<file path="src/rtl/pll_seq_pkg.sv">
package pll_seq_pkg;

    localparam int CSR_W = 32;
    localparam int FB_W  = 8;
    localparam int Q_W   = 3;
    localparam int RD_W  = 5;
    localparam int RG_W  = 3;

    // field positions shared by read and write words
    localparam int BUSY_BIT  = 31;
    localparam int ERR_BIT   = 30;
    localparam int LOCKB_BIT = 29;
    localparam int LOCKA_BIT = 28;
    localparam int FB_LSB    = 20;
    localparam int Q_LSB     = 16;
    localparam int RD_LSB    = 8;
    localparam int RG_LSB    = 4;
    localparam int IBYP_BIT  = 3;
    localparam int RST_BIT   = 2;
    localparam int XBYP_BIT  = 1;
    localparam int EN_BIT    = 0;
    localparam int OP_LSB    = 30;

    typedef enum logic [1:0] {
        OP_RATE   = 2'd0,
        OP_PREP   = 2'd1,
        OP_UNPREP = 2'd2,
        OP_ENA    = 2'd3
    } op_e;

    typedef enum logic [3:0] {
        S_IDLE, S_BYP, S_RST, S_LOAD, S_REL,
        S_WLA, S_WLB, S_QBYP, S_QLOAD, S_PREL
    } state_e;

    typedef struct packed {
        logic [FB_W-1:0] fb;
        logic [Q_W-1:0]  q;
        logic [RD_W-1:0] refdiv;
        logic [RG_W-1:0] rng;
        logic            int_byp;
        logic            rst;
        logic            ext_byp;
        logic            en;
    } ctl_t;

    function automatic ctl_t unpack_req(input logic [CSR_W-1:0] w);
        ctl_t c;
        c.fb      = w[FB_LSB +: FB_W];
        c.q       = w[Q_LSB  +: Q_W];
        c.refdiv  = w[RD_LSB +: RD_W];
        c.rng     = w[RG_LSB +: RG_W];
        c.int_byp = w[IBYP_BIT];
        c.rst     = w[RST_BIT];
        c.ext_byp = w[XBYP_BIT];
        c.en      = w[EN_BIT];
        return c;
    endfunction

    function automatic logic [CSR_W-1:0] pack_status(input ctl_t c, input logic busy,
                                                     input logic err, input logic la,
                                                     input logic lb);
        logic [CSR_W-1:0] r;
        r                    = '0;
        r[BUSY_BIT]          = busy;
        r[ERR_BIT]           = err;
        r[LOCKB_BIT]         = lb;
        r[LOCKA_BIT]         = la;
        r[FB_LSB +: FB_W]    = c.fb;
        r[Q_LSB  +: Q_W]     = c.q;
        r[RD_LSB +: RD_W]    = c.refdiv;
        r[RG_LSB +: RG_W]    = c.rng;
        r[IBYP_BIT]          = c.int_byp;
        r[RST_BIT]           = c.rst;
        r[XBYP_BIT]          = c.ext_byp;
        r[EN_BIT]            = c.en;
        return r;
    endfunction

    function automatic logic is_hold(input state_e s);
        return (s == S_BYP) || (s == S_RST) || (s == S_LOAD) || (s == S_REL) ||
               (s == S_QBYP) || (s == S_QLOAD) || (s == S_PREL);
    endfunction

    function automatic logic is_wait(input state_e s);
        return (s == S_WLA) || (s == S_WLB);
    endfunction

endpackage

</file>
<file path="src/rtl/pll_seq_timer.sv">
module pll_seq_timer #(
    parameter int LIMIT = 4
) (
    input  logic clk,
    input  logic rst,
    input  logic clear,
    input  logic run,
    output logic done
);
    localparam int W = (LIMIT < 2) ? 1 : $clog2(LIMIT + 1);
    localparam logic [W-1:0] LAST = W'(LIMIT - 1);

    logic [W-1:0] cnt;

    always_ff @(posedge clk) begin
        if (rst || clear) begin
            cnt <= '0;
        end else if (run && cnt != LAST) begin
            cnt <= cnt + 1'b1;
        end
    end

    assign done = run && (cnt == LAST);

endmodule

</file>
<file path="src/rtl/pll_seq_rate.sv">
module pll_seq_rate
    import pll_seq_pkg::*;
#(
    parameter int REF_W = 16
) (
    input  logic [REF_W-1:0]      ref_rate,
    input  logic                  bypass,
    input  logic [FB_W-1:0]       fb,
    input  logic [Q_W-1:0]        q,
    output logic [REF_W+FB_W-1:0] rate
);
    localparam int PW = REF_W + FB_W + 1;

    logic [PW-1:0] mult;
    logic [PW-1:0] prod;
    logic [PW-1:0] shifted;

    always_comb begin
        mult    = PW'(fb) + PW'(1);
        prod    = PW'(ref_rate) * mult;
        shifted = prod >> q;
        rate    = bypass ? (REF_W+FB_W)'(ref_rate) : shifted[REF_W+FB_W-1:0];
    end

endmodule

</file>
<file path="src/rtl/pll_seq_core.sv">
module pll_seq_core
    import pll_seq_pkg::*;
#(
    parameter logic [FB_W-1:0] RST_FB = 8'd31,
    parameter logic [Q_W-1:0]  RST_Q  = 3'd1
) (
    input  logic   clk,
    input  logic   rst,
    input  logic   cmd_valid,
    input  op_e    cmd_op,
    input  ctl_t   req,
    input  logic   lock_a,
    input  logic   lock_b,
    input  logic   hold_done,
    input  logic   tmo_done,
    output ctl_t   ctl,
    output logic   busy,
    output logic   err,
    output logic   in_hold,
    output logic   in_wait
);
    state_e          state;
    logic [FB_W-1:0] pend_fb;
    logic [Q_W-1:0]  pend_q;
    logic            relock;
    logic            accept;

    assign busy    = (state != S_IDLE);
    assign accept  = cmd_valid && !busy;
    assign in_hold = is_hold(state);
    assign in_wait = is_wait(state);

    always_ff @(posedge clk) begin
        if (rst) begin
            state       <= S_IDLE;
            ctl.fb      <= RST_FB;
            ctl.q       <= RST_Q;
            ctl.refdiv  <= '0;
            ctl.rng     <= '0;
            ctl.int_byp <= 1'b0;
            ctl.rst     <= 1'b1;
            ctl.ext_byp <= 1'b1;
            ctl.en      <= 1'b0;
            pend_fb     <= RST_FB;
            pend_q      <= RST_Q;
            relock      <= 1'b0;
            err         <= 1'b0;
        end else begin
            case (state)
                S_IDLE: begin
                    if (accept) begin
                        case (cmd_op)
                            OP_RATE: begin
                                ctl.refdiv  <= req.refdiv;
                                ctl.rng     <= req.rng;
                                ctl.int_byp <= req.int_byp;
                                ctl.ext_byp <= 1'b1;
                                pend_fb     <= req.fb;
                                pend_q      <= req.q;
                                if (req.fb != ctl.fb) begin
                                    relock <= 1'b1;
                                    err    <= 1'b0;
                                    state  <= S_BYP;
                                end else begin
                                    state  <= S_QBYP;
                                end
                            end
                            OP_PREP: begin
                                ctl.rst <= 1'b0;
                                relock  <= 1'b0;
                                err     <= 1'b0;
                                state   <= S_PREL;
                            end
                            OP_UNPREP: ctl.rst <= 1'b1;
                            default:   ctl.en  <= req.en;
                        endcase
                    end
                end
                S_BYP: if (hold_done) begin
                    ctl.rst <= 1'b1;
                    state   <= S_RST;
                end
                S_RST: if (hold_done) begin
                    ctl.fb <= pend_fb;
                    ctl.q  <= pend_q;
                    state  <= S_LOAD;
                end
                S_LOAD: if (hold_done) begin
                    ctl.rst <= 1'b0;
                    state   <= S_REL;
                end
                S_REL, S_PREL: if (hold_done) state <= S_WLA;
                S_WLA: begin
                    if (lock_a) begin
                        state <= S_WLB;
                    end else if (tmo_done) begin
                        err         <= 1'b1;
                        ctl.ext_byp <= 1'b1;
                        state       <= S_IDLE;
                    end
                end
                S_WLB: begin
                    if (lock_b) begin
                        if (relock) begin
                            ctl.en      <= 1'b1;
                            ctl.ext_byp <= 1'b0;
                        end
                        state <= S_IDLE;
                    end else if (tmo_done) begin
                        err         <= 1'b1;
                        ctl.ext_byp <= 1'b1;
                        state       <= S_IDLE;
                    end
                end
                S_QBYP: if (hold_done) begin
                    ctl.q <= pend_q;
                    state <= S_QLOAD;
                end
                S_QLOAD: if (hold_done) begin
                    ctl.ext_byp <= 1'b0;
                    state       <= S_IDLE;
                end
                default: state <= S_IDLE;
            endcase
        end
    end

endmodule

</file>
<file path="src/rtl/pll_seq_ctrl.sv">
module pll_seq_ctrl
    import pll_seq_pkg::*;
#(
    parameter int              HOLD_CYC = 4,
    parameter int              LOCK_TMO = 64,
    parameter int              REF_W    = 16,
    parameter logic [FB_W-1:0] RST_FB   = 8'd31,
    parameter logic [Q_W-1:0]  RST_Q    = 3'd1
) (
    input  logic                  clk,
    input  logic                  rst,
    input  logic                  csr_wr,
    input  logic [31:0]           csr_wdata,
    output logic [31:0]           csr_rdata,
    input  logic                  pll_lock,
    input  logic                  pll_lock_late,
    input  logic [REF_W-1:0]      ref_rate,
    output logic                  pll_ext_bypass,
    output logic                  pll_reset,
    output logic                  pll_ext_enable,
    output logic                  pll_int_bypass,
    output logic [7:0]            pll_fbdiv,
    output logic [2:0]            pll_outdiv,
    output logic [4:0]            pll_refdiv,
    output logic [2:0]            pll_range,
    output logic [REF_W+7:0]      out_rate
);
    ctl_t ctl;
    ctl_t req;
    op_e  op;
    logic busy, err, in_hold, in_wait, hold_done, tmo_done;

    assign req = unpack_req(csr_wdata);
    assign op  = op_e'(csr_wdata[OP_LSB +: 2]);

    pll_seq_timer #(.LIMIT(HOLD_CYC)) u_hold (
        .clk  (clk),
        .rst  (rst),
        .clear(!in_hold || hold_done),
        .run  (in_hold),
        .done (hold_done)
    );

    pll_seq_timer #(.LIMIT(LOCK_TMO)) u_tmo (
        .clk  (clk),
        .rst  (rst),
        .clear(!in_wait),
        .run  (in_wait),
        .done (tmo_done)
    );

    pll_seq_core #(.RST_FB(RST_FB), .RST_Q(RST_Q)) u_core (
        .clk      (clk),
        .rst      (rst),
        .cmd_valid(csr_wr),
        .cmd_op   (op),
        .req      (req),
        .lock_a   (pll_lock),
        .lock_b   (pll_lock_late),
        .hold_done(hold_done),
        .tmo_done (tmo_done),
        .ctl      (ctl),
        .busy     (busy),
        .err      (err),
        .in_hold  (in_hold),
        .in_wait  (in_wait)
    );

    pll_seq_rate #(.REF_W(REF_W)) u_rate (
        .ref_rate(ref_rate),
        .bypass  (ctl.ext_byp),
        .fb      (ctl.fb),
        .q       (ctl.q),
        .rate    (out_rate)
    );

    assign csr_rdata      = pack_status(ctl, busy, err, pll_lock, pll_lock_late);
    assign pll_ext_bypass = ctl.ext_byp;
    assign pll_reset      = ctl.rst;
    assign pll_ext_enable = ctl.en;
    assign pll_int_bypass = ctl.int_byp;
    assign pll_fbdiv      = ctl.fb;
    assign pll_outdiv     = ctl.q;
    assign pll_refdiv     = ctl.refdiv;
    assign pll_range      = ctl.rng;

endmodule

</file>
<file path="config.mk">
export PLATFORM = sky130hd
export DESIGN_NAME = pll_seq_ctrl
export DESIGN_NICKNAME = d
export VERILOG_FILES = /design/src/rtl/pll_seq_pkg.sv /design/src/rtl/pll_seq_timer.sv /design/src/rtl/pll_seq_rate.sv /design/src/rtl/pll_seq_core.sv /design/src/rtl/pll_seq_ctrl.sv
export SDC_FILE = /design/constraint.sdc
export NUM_CORES = 1
export LEC_CHECK = 0
export CORE_MARGIN = 2
export CORE_UTILIZATION = 30
export CTS_CLUSTER_DIAMETER = 150
export CTS_CLUSTER_SIZE = 20
export DETAILED_ROUTE_END_ITERATION = 6
export PLACE_DENSITY = 0.57
export SETUP_SLACK_MARGIN = 0.15
export SLEW_MARGIN = 5
export SYNTH_ARGS = -nofsm -noshare
export SYNTH_HDL_FRONTEND = slang
export SYNTH_SLANG_ARGS = --single-unit
</file>
<file path="constraint.sdc">
create_clock -name clk -period 9 [get_ports clk]
set_input_delay 1.35 -clock clk [delete_from_list [all_inputs] [get_ports clk]]
set_output_delay 1.35 -clock clk [all_outputs]
set_load 0.01 [all_outputs]
</file>
==> flow_summary.json <==
{
  "core_area_um2": 28700,
  "multi_input_area_um2": 6726,
  "finish.net_count": 1380,
  "finalMaxSlewViolations": 0,
  "yosysSeqAreaShare_pct": 11.46,
  "clock_skew_ns": 0.009540,
  "setup_tns_ns": 0,
  "critPathCapture": "out_rate[10]",
  "share_seq_of_total_power_pct": 29.8,
  "async_reset_ff_share_pct": 0,
  "initial_core_util_pct": 30.42,
  "flow.area_growth_from_synthesis_pct": 19.40,
  "worst_r2r_startpoint": "u_core.state[0]",
  "setup.worst_path.start": "ref_rate[13]",
  "cellPowerDensity_nw_per_um2": 87.16,
  "drt-wirelength-per-cell_um": 15.53,
  "root_buffer": "clkbuf_16",
  "first_pass_grt_wire_length_mm": 40.25,
  "endpoint_kind": "output port",
  "gpl.final_weighted_congestion": 0.9353,
  "critPathArrivalTime_ns": 7.34,
  "slew-limit-headroom_pct": 26.77,
  "tightestPinTransition_ns": 1.097,
  "required_ns": 7.65,
  "numCtsBuffers": 5,
  "total_switching_power_mw": 0.3425,
  "synth-warning-count": 0,
  "post-route-drc-count": 0,
  "route.antenna.remaining_nets": 0,
  "clk-insertion-delay-late_ns": 0.29,
  "pwr-share-clk_pct": 24.6,
  "sequential_cell_area_um2": 1002,
  "htreeDepth": 2,
  "post_route_cells_drive_above_1_share_pct": 7.881,
  "io_pins": 132,
  "synthTopCellsByCount": "inv_1 (148), nand2_1 (146), fa_1 (99)",
  "ys_ff_latch": 50,
  "port_buffers": 117,
  "number_of_enable_flip_flop_cells_after_synthesis": 0,
  "via_count_of_the_first_global_routing_pass": 7621,
  "total_power_mw": 0.9088,
  "r2r_end": "u_core.state[0]",
  "peak_supply_drop_v": 0.00008555,
  "final_cell_area_um2": 10430,
  "synthTopCellsByArea": "fa_1 (23%), dfxtp_1 (11%), ha_1 (7.0%), inv_1 (6.4%), nand2_1 (6.3%)",
  "clockBufferDepth": 2,
  "yosys.cell_types.count": 74,
  "clock_sinks": 50,
  "cts_tree": "built",
  "whs_path_depth": 2,
  "grt_antenna_before_repair": 0,
  "avgViaCountPerCell": 4.903,
  "worst_reg_to_reg_path_cell_count": 7,
  "worst-r2r-setup-slack_ns": 6.72,
  "outcome": "finished, final reports clean",
  "drt_iter0_markers": 487,
  "layout.filler_cells": 3056,
  "chipWidth_um": 174.6,
  "antenna_cells": 0,
  "detailed_place_hpwl_mm": 19.46,
  "most_used_standard_cell_by_instance_count_after_synthesis": "inv_1",
  "postPlaceCellArea_um2": 10190,
  "leakagePower_nw": 4.568,
  "globalRouteTotalUtil_pct": 16.08,
  "max_clock_freq_mhz": 115.1,
  "synth_top_cell_area_share_pct": 22.70,
  "placementRows": 62,
  "share_comb_of_total_power_pct": 45.6,
  "crit_path_max_fo": 7,
  "grt_overflow": 0,
  "detailedRoute.firstPassIterationCount": 5,
  "post_synth_instance_area_um2": 8732,
  "hold_violation_count_in_the_final_report": 0,
  "power_report.internal_total_mw": 0.5662,
  "synth_area_per_cell_um2": 7.874,
  "dr_total_vias": 7669,
  "yosys.area.top_type": "fa_1",
  "drt-total-wl_mm": 24.29,
  "critical_path.startpoint_type": "input pin",
  "grt_max_degree": 29,
  "max-cap-violations": 0,
  "criticalPathCategory": "input pin to output port",
  "post-route-period-util_pct": 96.55,
  "post-route-min-period_ns": 8.689,
  "rsz0062_at_grt": "no",
  "die_area_um2": 30490,
  "synth_flop_cell": "dfxtp_1",
  "synth_cells": 1109,
  "die_h_um": 174.6,
  "holdCritPathClass": "register to register",
  "total_setup_violations_reported_at_the_end_of_the_flow": 0,
  "swShare_pct": 37.69,
  "cts.clk_slew.worst_paths_ns": 0.07
}
## per-layer routing
layer / global-route usage (%) / share of wire [%]
met1: 23.26 / 48
met2: 26.09 / 46
met3: 2.285 / 5.0
met4: 2.222 / 1.2
met5: 0 / 0
## logic make-up after synthesis
kind of cell,count (synthesis),share of synthesized area (%)
AOI/OAI and AO/OA,183,14.82
xor gates and xnor gates,38,3.811
adders and majority gates,148,29.72
buffers and inverters,245,12.15
DFF,50,11.46
muxes,31,4.614
other,1,0.04294
and+or+nand+nor,413,23.38
## how the worst min path moves through the flow
stage | startpoint | endpoint | slack (ns)
6_report | u_tmo.cnt[6] | u_tmo.cnt[6] | 0.45
5_1_grt | u_tmo.cnt[6] | u_tmo.cnt[6] | 0.46
4_1_cts | u_tmo.cnt[6] | u_tmo.cnt[6] | 0.45
3_5_place_dp | u_hold.cnt[0] | u_hold.cnt[0] | 0.42
3_3_place_gp | u_hold.cnt[0] | u_hold.cnt[0] | 0.41
2_1_floorplan | u_hold.cnt[0] | u_hold.cnt[0] | 0.40
## what timing repair did
action	in CTS	in global routing
hold endpoints to repair	0	0
hold buffers	0	0
endpoints found under the setup margin	0	19
gates resized for setup	0	17
setup buffers	0	0
## power groups by stage
stage               combinational [mW]  clock (mW)  sequential (mW)
CTS                              0.412       0.228            0.271
floorplan                        0.300           0            0.258
global route                     0.464       0.238            0.276
detailed placement               0.408           0            0.274
finish                           0.414       0.224            0.271
global placement                 0.408           0            0.275
## critical path, stage by stage
cell and delay, ns:
clkdlybuf4s50_1 0.63, nand2_1 0.14, fa_1 0.54, inv_1 0.05, fa_1 0.48, fa_1 0.54
inv_1 0.06, fa_1 0.53, inv_1 0.05, ha_1 0.38, a21oi_2 0.29, nand2_1 0.12
o311ai_0 0.45, a311oi_2 0.14, mux4_2 0.51, a222oi_1 0.47, inv_1 0.09, clkdlybuf4s50_1 0.51
## layout by cell type, fill, tap and decap left out, types with 9 or more instances in the layout
master           netlist  final
a211oi_1               9      9
a21oi_1               62     62
and2_1                17     17
buf_4                 36     39
clkdlybuf4s50_1        0    109
dfxtp_1               50     49
fa_1                  99     99
ha_1                  49     46
inv_1                148    148
mux2i_1               20     20
nand2_1              146    146
nand2b_1              42     42
nand3_1               35     35
nor2_1                56     56
nor2b_1               74     74
nor3_1                11     10
o21ai_0               21     21
xnor2_1               18     18
xor2_1                20     20
## layout make-up
| class | count | area share [%] |
|---|---|---|
| well taps | 384 | 4.608 |
| multi-input cells | 818 | 64.51 |
| inverters | 148 | 5.328 |
| flip-flops and latches | 50 | 9.612 |
| clock buffers | 6 | 1.332 |
| clock inverters | 2 | 0.3720 |
| repair buffers | 156 | 14.23 |
## per-stage QoR
stage / instances / hold slack [ns] / worst slack (ns) / util, %
final: 1564 / 0.4456 / 0.3105 / 36.33
after floorplan: 1113 / 0.3992 / 1.728 / -
after global routing: 1564 / 0.4617 / 0.1122 / 36.33
after global placement: 1556 / 0.4082 / 0.2478 / 35.51
after CTS: 1564 / 0.4472 / 0.2302 / 36.12
after detailed placement: 1556 / 0.4172 / 0.2568 / 35.51
## sequential cells by signal, indices dropped and copies added, names as in the netlist
register / count
u_core.ctl: 23
u_core.err: 1
u_core.pend_fb: 8
u_core.pend_q: 3
u_core.relock: 1
u_core.state: 4
u_hold.cnt: 3
u_tmo.cnt: 7
Power figures use the tool's default switching activity.
